`config.mk`:
```
export PLATFORM = sky130hd
export DESIGN_NAME = uartmon_top
export DESIGN_NICKNAME = d
export VERILOG_FILES = /design/src/rtl/uartmon_pkg.sv /design/src/rtl/uartmon_sync.sv /design/src/rtl/uartmon_chan.sv /design/src/rtl/uartmon_arb.sv /design/src/rtl/uartmon_top.sv
export SDC_FILE = /design/constraint.sdc
export NUM_CORES = 1
export LEC_CHECK = 0
export BUFFER_PORTS_ARGS = -buffer_cell sky130_fd_sc_hd__buf_2
export CAP_MARGIN = 40
export CORE_ASPECT_RATIO = 1.5
export CORE_MARGIN = 5
export CORE_UTILIZATION = 50
export CTS_CLUSTER_DIAMETER = 120
export CTS_CLUSTER_SIZE = 20
export DETAILED_ROUTE_END_ITERATION = 10
export GPL_TIMING_DRIVEN = 0
export PLACE_DENSITY = 0.67
export SETUP_SLACK_MARGIN = 0.05
export SLEW_MARGIN = 20
export SYNTH_ARGS = -nofsm -noshare
export SYNTH_HDL_FRONTEND = slang
export SYNTH_SLANG_ARGS = --single-unit
```
`constraint.sdc`:
```
create_clock -name clk -period 2.65 [get_ports clk]
set_input_delay 0.53 -clock clk [delete_from_list [all_inputs] [get_ports clk]]
set_output_delay 0.53 -clock clk [all_outputs]
set_load 0.01 [all_outputs]
```
`src/rtl/uartmon_pkg.sv`:
```
package uartmon_pkg;

    localparam int WORD_W = 9;

    typedef enum logic [2:0] {
        PAR_NONE = 3'd0,
        PAR_ODD  = 3'd1,
        PAR_EVEN = 3'd2,
        PAR_ZERO = 3'd3,
        PAR_ONE  = 3'd4
    } par_mode_e;

    typedef enum logic [2:0] {
        EV_START     = 3'd0,
        EV_DATA      = 3'd1,
        EV_PAR_OK    = 3'd2,
        EV_PAR_ERR   = 3'd3,
        EV_STOP      = 3'd4,
        EV_BAD_START = 3'd5,
        EV_FRAME_ERR = 3'd6
    } ev_code_e;

    typedef enum logic {
        ST_IDLE  = 1'b0,
        ST_FRAME = 1'b1
    } ch_state_e;

    typedef struct packed {
        ev_code_e            code;
        logic                dir;
        logic [WORD_W-1:0]   data;
    } mon_ev_t;

    // True when the sampled parity bit agrees with the configured mode.
    function automatic logic parity_good(par_mode_e m, logic p, logic [WORD_W-1:0] w);
        logic r;
        case (m)
            PAR_ODD:  r = ^{w, p};
            PAR_EVEN: r = ~(^{w, p});
            PAR_ZERO: r = ~p;
            PAR_ONE:  r = p;
            default:  r = 1'b1;
        endcase
        return r;
    endfunction

endpackage

```
`src/rtl/uartmon_sync.sv`:
```
module uartmon_sync #(
    parameter int STAGES = 2
) (
    input  logic clk,
    input  logic rst,
    input  logic d,
    output logic q
);
    logic [STAGES-1:0] chain;

    always_ff @(posedge clk) begin
        if (rst) chain <= '1;
        else     chain <= {chain[STAGES-2:0], d};
    end

    assign q = chain[STAGES-1];
endmodule

```
`src/rtl/uartmon_chan.sv`:
```
module uartmon_chan
    import uartmon_pkg::*;
#(
    parameter int   CPB_W = 16,
    parameter logic DIR   = 1'b0
) (
    input  logic             clk,
    input  logic             rst,
    input  logic             line,
    input  logic [CPB_W-1:0] cfg_cpb,
    input  logic [3:0]       cfg_nbits,
    input  logic             cfg_msb_first,
    input  par_mode_e        cfg_parity,
    output logic             ev_v,
    output mon_ev_t          ev
);
    localparam int TW = CPB_W + 4;

    ch_state_e         state;
    logic              prev;
    logic [TW-1:0]     cnt;
    logic [TW-1:0]     target;
    logic [3:0]        bitn;
    logic [WORD_W-1:0] word;

    logic              hit;
    logic              is_start, is_data, is_last_data, is_par;
    logic [WORD_W-1:0] word_nxt;
    logic [3:0]        par_pos;

    always_comb begin
        hit          = (state == ST_FRAME) && (cnt == target);
        par_pos      = cfg_nbits + 4'd1;
        is_start     = (bitn == 4'd0);
        is_data      = !is_start && (bitn <= cfg_nbits);
        is_last_data = (bitn == cfg_nbits);
        is_par       = (cfg_parity != PAR_NONE) && (bitn == par_pos);
        if (cfg_msb_first)
            word_nxt = {word[WORD_W-2:0], line};
        else
            word_nxt = (word >> 1) | (WORD_W'(line) << (cfg_nbits - 4'd1));
    end

    always_ff @(posedge clk) begin
        if (rst) begin
            state  <= ST_IDLE;
            prev   <= 1'b1;
            cnt    <= '0;
            target <= '0;
            bitn   <= '0;
            word   <= '0;
            ev_v   <= 1'b0;
            ev     <= '0;
        end else begin
            prev <= line;
            ev_v <= 1'b0;
            case (state)
                ST_IDLE: begin
                    if (prev && !line) begin
                        state  <= ST_FRAME;
                        cnt    <= TW'(1);
                        target <= TW'(cfg_cpb >> 1);
                        bitn   <= '0;
                        word   <= '0;
                    end
                end
                default: begin
                    cnt <= cnt + TW'(1);
                    if (hit) begin
                        target  <= target + TW'(cfg_cpb);
                        bitn    <= bitn + 4'd1;
                        ev.dir  <= DIR;
                        if (is_start) begin
                            ev_v    <= 1'b1;
                            ev.code <= line ? EV_BAD_START : EV_START;
                            ev.data <= WORD_W'(line);
                        end else if (is_data) begin
                            word <= word_nxt;
                            if (is_last_data) begin
                                ev_v    <= 1'b1;
                                ev.code <= EV_DATA;
                                ev.data <= word_nxt;
                            end
                        end else if (is_par) begin
                            ev_v    <= 1'b1;
                            ev.code <= parity_good(cfg_parity, line, word) ? EV_PAR_OK : EV_PAR_ERR;
                            ev.data <= WORD_W'(line);
                        end else begin
                            ev_v    <= 1'b1;
                            ev.code <= line ? EV_STOP : EV_FRAME_ERR;
                            ev.data <= WORD_W'(line);
                            state   <= ST_IDLE;
                        end
                    end
                end
            endcase
        end
    end
endmodule

```
`src/rtl/uartmon_arb.sv`:
```
module uartmon_arb
    import uartmon_pkg::*;
#(
    parameter int NCH = 2
) (
    input  logic          clk,
    input  logic          rst,
    input  logic          in_v  [NCH],
    input  mon_ev_t       in_ev [NCH],
    input  logic          out_ready,
    output mon_ev_t       out_ev,
    output logic [NCH-1:0] pend_o
);
    localparam int SEL_W = (NCH > 1) ? $clog2(NCH) : 1;

    logic [NCH-1:0] pend;
    mon_ev_t        slot [NCH];
    logic [SEL_W-1:0] sel_q, gsel, prio_sel;
    logic           locked;

    // Lowest index wins; a stalled grant stays put until it is taken.
    always_comb begin
        prio_sel = '0;
        for (int i = NCH - 1; i >= 0; i--) begin
            if (pend[i]) prio_sel = SEL_W'(i);
        end
        gsel = locked ? sel_q : prio_sel;
    end

    always_ff @(posedge clk) begin
        if (rst) begin
            pend   <= '0;
            sel_q  <= '0;
            locked <= 1'b0;
            for (int i = 0; i < NCH; i++) slot[i] <= '0;
        end else begin
            sel_q  <= gsel;
            locked <= (|pend) && !out_ready;
            for (int i = 0; i < NCH; i++) begin
                if (in_v[i]) begin
                    slot[i] <= in_ev[i];
                    pend[i] <= 1'b1;
                end else if (out_ready && (gsel == SEL_W'(i))) begin
                    pend[i] <= 1'b0;
                end
            end
        end
    end

    assign out_ev = slot[gsel];
    assign pend_o = pend;
endmodule

```
`src/rtl/uartmon_top.sv`:
```
module uartmon_top
    import uartmon_pkg::*;
#(
    parameter int CPB_W = 16
) (
    input  logic             clk,
    input  logic             rst,
    input  logic             rx_line,
    input  logic             tx_line,
    input  logic [CPB_W-1:0] cfg_cpb,
    input  logic [3:0]       cfg_nbits,
    input  logic             cfg_msb_first,
    input  logic [2:0]       cfg_parity,
    input  logic             evt_ready,
    output logic             evt_valid,
    output logic [2:0]       evt_code,
    output logic             evt_dir,
    output logic [8:0]       evt_data
);
    localparam int NCH = 2;

    logic           lines  [NCH];
    logic           synced [NCH];
    logic           ch_v   [NCH];
    mon_ev_t        ch_ev  [NCH];
    mon_ev_t        out_ev;
    logic [NCH-1:0] arb_pend;

    assign lines[0] = rx_line;
    assign lines[1] = tx_line;

    for (genvar g = 0; g < NCH; g++) begin : g_ch
        uartmon_sync #(.STAGES(2)) u_sync (
            .clk (clk),
            .rst (rst),
            .d   (lines[g]),
            .q   (synced[g])
        );
        uartmon_chan #(.CPB_W(CPB_W), .DIR(g == 1)) u_chan (
            .clk           (clk),
            .rst           (rst),
            .line          (synced[g]),
            .cfg_cpb       (cfg_cpb),
            .cfg_nbits     (cfg_nbits),
            .cfg_msb_first (cfg_msb_first),
            .cfg_parity    (par_mode_e'(cfg_parity)),
            .ev_v          (ch_v[g]),
            .ev            (ch_ev[g])
        );
    end

    uartmon_arb #(.NCH(NCH)) u_arb (
        .clk       (clk),
        .rst       (rst),
        .in_v      (ch_v),
        .in_ev     (ch_ev),
        .out_ready (evt_ready),
        .out_ev    (out_ev),
        .pend_o    (arb_pend)
    );

    assign evt_valid = |arb_pend;
    assign evt_code  = out_ev.code;
    assign evt_dir   = out_ev.dir;
    assign evt_data  = out_ev.data;
endmodule

```
Word level (Yosys, flattened, before mapping)
Memory sizes are Yosys's and may differ from the RTL's.
Index checks and enable logic that the tools add are counted.
- add/subtract/negate cells: 8
- multipliers: 0
- divide/modulo/power cells: 0
- $lt $le $gt $ge: 2
- equality and inequality tests: 18
- shift-type cells: 2
- mux-type cells: 97
- bitwise logic cells: 13
- reduce and logical (&&, ||, !) cells: 35
- operators with widths (kind ; count):
    two-way mux 20 bit ; 10
    two-way mux 9 bit ; 18
    two-way mux 1 bit ; 47
    adder 20 x 1 -> 20 bit, second input constant ; 2
    adder 20 x 16 -> 20 bit ; 2
    == test 20 bit ; 2
    two-way mux 3 bit ; 10
    two-way mux 13 bit ; 2
    two-way mux 4 bit ; 6
    XOR reduction 10 bit ; 2
    OR 8 x 9 -> 9 bit ; 2
    left shift 1 x 4 -> 9 bit ; 2
    == test 4 bit ; 4
    adder 4 x 1 -> 4 bit, second input constant ; 3
    inequality test 2 bit, second input constant ; 6
    logical AND 1 bit ; 11
    NOT 1 bit ; 9
    <= comparator 4 bit ; 2
    logical NOT 4 bit ; 2
    one-hot mux 1 bit (4 select lines) ; 2
    AND reduction 4 bit ; 2
    nonzero test 2 bit ; 4
    == test 3 x 2 -> 1 bit, second input constant ; 2
    inequality test 3 x 2 -> 1 bit, second input constant ; 2
    other kinds (11) ; 21
- register bits after elaboration: 145
- bits in latches: 0
- bits in writable memories: 26
- ROM bits: 0
- input bits: 29
- output and inout bits: 14
- word-level logic and storage cells: 201
- memories kept: 1
- memory list (name ; words ; width ; rd ports ; clocked after memory_dff ; write ports ; RTL line ; text):
    u_arb.slot ; 2 ; 13 ; 1 ; 0 ; 2 ; uartmon_arb.sv:17 ; mon_ev_t slot [NCH];

Logic depth before layout (Yosys ltp)
- depth in word-level cells: 13
- depth in mapped cells: 11
- depth with buffers taken out: 11

By module
From an unflattened synthesis, not the netlist that was laid out.
- cells, all modules: 1263
- area total of the unflattened synthesis: 10546.4 µm²
- by module, submodules not included (module ; instances ; cells an instance ; area each (µm²)):
    uartmon_chan at g_ch[1].u_chan ; 1 ; 593 ; 4601.9
    uartmon_chan at g_ch[0].u_chan ; 1 ; 573 ; 4501.8
    uartmon_arb ; 1 ; 88 ; 1331.3
    uartmon_sync ; 2 ; 4 ; 52.6
    uartmon_top ; 1 ; 1 ; 6.3

Worst setup path after synthesis
OpenSTA, ideal clock, no wires.
- path kind: input -> register
- start point: in cfg_cpb[0]
- end point: reg g_ch[1].u_chan.target[16]
- setup time: 0.126 ns
- arrival time: 2.417 ns
- data required time: 2.524 ns
- path slack: 0.107 ns
- stages: 11
- cell sequence: ha_1 > inv_1 > fa_1 > nor2b_1 > o21a_1 > o21ai_0 > a211oi_1 > o21ai_0 > a211oi_1 > xnor2_1 > nor2_1
- longest elaborated chain between the ends: 3
- RTL lines (what ; RTL line ; text):
    start: declaration ; uartmon_top.sv:10 ; input logic [CPB_W-1:0] cfg_cpb,
    adder 20 x 16 -> 20 bit ; uartmon_chan.sv:70 ; target <= target + TW'(cfg_cpb);
    two-way mux 20 bit ; uartmon_chan.sv:69 ; if (hit) begin
    two-way mux 20 bit ; uartmon_chan.sv:57 ; case (state)
    end signal: assignment ; uartmon_chan.sv:62 ; target <= TW'(cfg_cpb >> 1);
    end signal: assignment ; uartmon_chan.sv:70 ;
    end: declaration ; uartmon_chan.sv:22 ; logic [TW-1:0] target;
No other way between the ends. The select of a mux whose other input is x is not followed.
A chain may end at the register's enable or synchronous reset.

Final worst setup path
- start point: reg u_arb.pend[1], in the netlist u_arb.pend_o[1]
- end point: out evt_code[1]
- longest elaborated chain between the ends: 4
- RTL lines (what ; RTL line ; text):
    start: declaration ; uartmon_arb.sv:16 ; logic [NCH-1:0] pend;
    start signal: assignment ; uartmon_arb.sv:32 ; pend <= '0;
    start signal: indexed assignment ; uartmon_arb.sv:42 ; pend[i] <= 1'b1;
    start signal: indexed assignment ; uartmon_arb.sv:44 ; pend[i] <= 1'b0;
    two-way mux 1 bit (2 in a row) ; uartmon_arb.sv:25 ; if (pend[i]) prio_sel = SEL_W'(i);
    two-way mux 1 bit ; uartmon_arb.sv:27 ; gsel = locked ? sel_q : prio_sel;
    memory (2 x 13 bit) ; -- ;
    end: declaration ; uartmon_top.sv:16 ; output logic [2:0] evt_code,
No other way between the ends.

==> results by group <==
Outcome
  – Status: completed

Setup path
  – CP arrival: roughly 2.0 ns
  – WP buf/inv: 2
  – Family with the most delay on the worst path: buffers and inverters
  – CP max-delay cell: mux2_2
  – Crit Path Max Fanout: 10
  – Critical Path End Type: output pin
  – CP required: around 2.1 ns
  – Kind of critical path: reg2out
  – Crit-path cells: nor3b_1, a21oi_2, clkbuf_4, mux2_2, buf_2
  – Slowest stage delay, CP: 0.35 ns
  – Critical Path Source Type: register

Die
  – I/O pin cnt: 43
  – Die Span Y: about 180 um
  – Core Footprint: 0.0198 mm2
  – Initial Util: 0.507
  – Num rows: 63
  – Die width: ~130 um
  – Die area: 0.0230 mm2

Timing
  – Slew headroom: 0.448
  – Final setup viols: 0
  – RSZ-0062 raised after global routing: yes
  – Max-slew violations: 0
  – Min Hold Slack: between 0.2 and 0.3 ns
  – Highest clock rate: between 400 and 500 MHz
  – Hold Violations, Final: 0
  – Period utilisation layout: 0.943
  – Clock Skews: 0.0144 ns
  – Tmin final: roughly 2.5 ns
  – Slew at the pin with the worst max-slew slack: 0.828 ns

Hold path
  – Min-delay worst type: in2reg

Detailed routing
  – Total number of vias: 8817
  – Residual DRC: 0
  – Initial drt markers: 502
  – Routed Wire Length: approximately 28000 um
  – Final antenna-violating net count: 0
  – Vias per cell: 5.84
  – Routed length per instance: between 15 and 20 um
  – Drt pass-1 iters: 5

Synth
  – Synth cell types: 64
  – Post-synth EDFFs: 25
  – Synth Area per Inst: roughly 8.5 um2
  – Seq/Total Area, Yosys: 0.364
  – Seq cells post-synth: 170
  – Post-synth net total: between 1000 and 1500
  – Ys flop type: dfxtp_1
  – Ys async rst share: 0
  – Ys Warns: 0
  – Post-Syn Area: between 0.01 and 0.015 mm2
  – Syn Inst Count: roughly 1200

Placement
  – Port-buffer cells: 39
  – Dpl cell area: 0.0105 mm2
  – DP HPWL: between 20000 and 25000 um
  – RD Place Congestion: between 0.9 and 1

Clock tree
  – H-tree depth: 4
  – CTS clk-pin slew, worst paths: ~0.07 ns
  – CTS tree: yes
  – CTS Buf Count: 17
  – Clk Latency, worst-skew pair: between 0.4 and 0.5 ns
  – # hold bufs at CTS: 0
  – Clock tree buffer depth: 2
  – Root buf cell: clkbuf_16
  – Clock sinks: 170

Pwr
  – Leak: 4.26 nW
  – Total power: approximately 6.3 mW
  – Maximum vdd drop: just over 0.4 mV
  – Power Density: between 500 and 600 mW/mm2

Final layout
  – Finished Core Util: 0.571
  – Final Cell Area: about 0.011 mm2
  – Area Growth Syn to Fin: 12.7%
  – Diode count: 0
  – Most common cell after layout, fill and taps aside: nor2_1
  – Final net count: 1315
  – Most frequent cells in the layout: nor2_1, dfxtp_1, xnor2_1
  – Share of layout cells above drive strength 1: 0.124

GRT
  – Vias in the first global route: 8592
  – Initial antenna violation count: 0
  – Largest net degree at the start of global routing: 18
  – Gr usage total: 0.242
  – First-pass GRT wire length: ~45000 um
  – Overflow after GRT: 0

Job
  – Max_cap viols: 0
==> what timing repair did <==
| action | in CTS | in global routing |
|---|---|---|
| pin swaps | 2 | 5 |
| buffers inserted | 2 | 0 |
| setup endpoints to repair | 49 | 43 |
| gates resized for setup | 10 | 32 |
==> path summary, 6_finish.rpt <==
kind / start / to / slack, ns / cells after the start
worst max-delay path: u_arb.pend_o[1] / evt_code[1] / 0.15 / 5
worst min-delay path: tx_line / g_ch[1].u_sync.chain[0] / 0.28 / 2
worst max register to register: g_ch[0].u_chan.target[0] / g_ch[0].u_chan.target[16] / 0.16 / 12
worst min register to register: g_ch[0].u_sync.chain[0] / g_ch[0].u_sync.chain[1] / 0.41 / 1
==> cell families after synthesis <==
family | Yosys count | share of synthesized area
DFF | 170 | 0.364
adders and majority gates | 50 | 0.0639
muxes | 53 | 0.0555
xor gates and xnor gates | 103 | 0.0900
and+or+nand+nor | 467 | 0.227
buffers and inverters | 89 | 0.0353
AOI/OAI and AO/OA | 245 | 0.164
==> final cells by class <==
class,instances,area (um2)
Timing Repair Buffer,42,221
Clock inverter,13,116
Fill cell,1855,8480
Inverter,28,105
Buffer,59,248
Multi-Input combinational cell,918,6150
Sequential cell,170,3660
Tap cell,260,325
Clock buffer,19,475
==> registers in the layout, indices dropped and copies added, names as in the netlist <==
signal / count
g_ch.u_chan.prev: 2
u_arb.slot: 25
g_ch.u_sync.chain: 4
g_ch.u_chan.word: 18
u_arb.locked: 1
g_ch.u_chan.target: 40
g_ch.u_chan.cnt: 40
u_arb.pend_o: 2
g_ch.u_chan.ev_v: 2
g_ch.u_chan.bitn: 8
g_ch.u_chan.state: 2
u_arb.sel_q: 1
g_ch.u_chan.ev: 25
==> Yosys cell counts, drive strengths merged (15+ instances only) <==
| cell | number | share of area |
|---|---|---|
| inv | 28 | 0.010 |
| xnor2 | 73 | 0.064 |
| a211oi | 39 | 0.030 |
| buf | 16 | 0.0080 |
| ha | 48 | 0.060 |
| dfxtp | 145 | 0.29 |
| nand2 | 68 | 0.025 |
| xor2 | 30 | 0.026 |
| nor2 | 159 | 0.060 |
| nand4 | 22 | 0.014 |
| and3 | 15 | 0.0094 |
| o21ai | 28 | 0.014 |
| nand3 | 49 | 0.024 |
| mux2 | 21 | 0.024 |
| and2 | 31 | 0.019 |
| edfxtp | 25 | 0.075 |
| mux2i | 32 | 0.032 |
| nor2b | 26 | 0.016 |
| or2 | 15 | 0.0094 |
| a21oi | 72 | 0.036 |
| clkbuf | 45 | 0.017 |
| a22oi | 18 | 0.013 |
| a21o | 20 | 0.015 |
| nor3 | 37 | 0.018 |
| o21a | 16 | 0.012 |
==> report_power, final <==
part	internal, mW	leakage (nW)	switching [mW]
Sequential	2.68	1.43	0.0668
Combinational	0.373	2.53	0.605
Clock	1.35	0.288	1.19
==> metrics by stage <==
step                      TNS (ns)  instances  setup slack, ns
after floorplan                  0       1177            0.107
after global placement      -23.95       1476           -0.755
after detailed placement    -24.72       1476           -0.800
after CTS                        0       1509           0.0830
after global routing             0       1509           0.0252
final                            0       1509            0.150
==> layer usage <==
layer | up-vias | part of all wire | track usage
met5 | - | 0 | 0
met4 | 0 | 0.041 | 0.115
met3 | 69 | 0.040 | 0.0323
met2 | 234 | 0.52 | 0.445
met1 | 4193 | 0.40 | 0.275
li1 | 4321 | - | -
(Power assumes the default switching activity.)
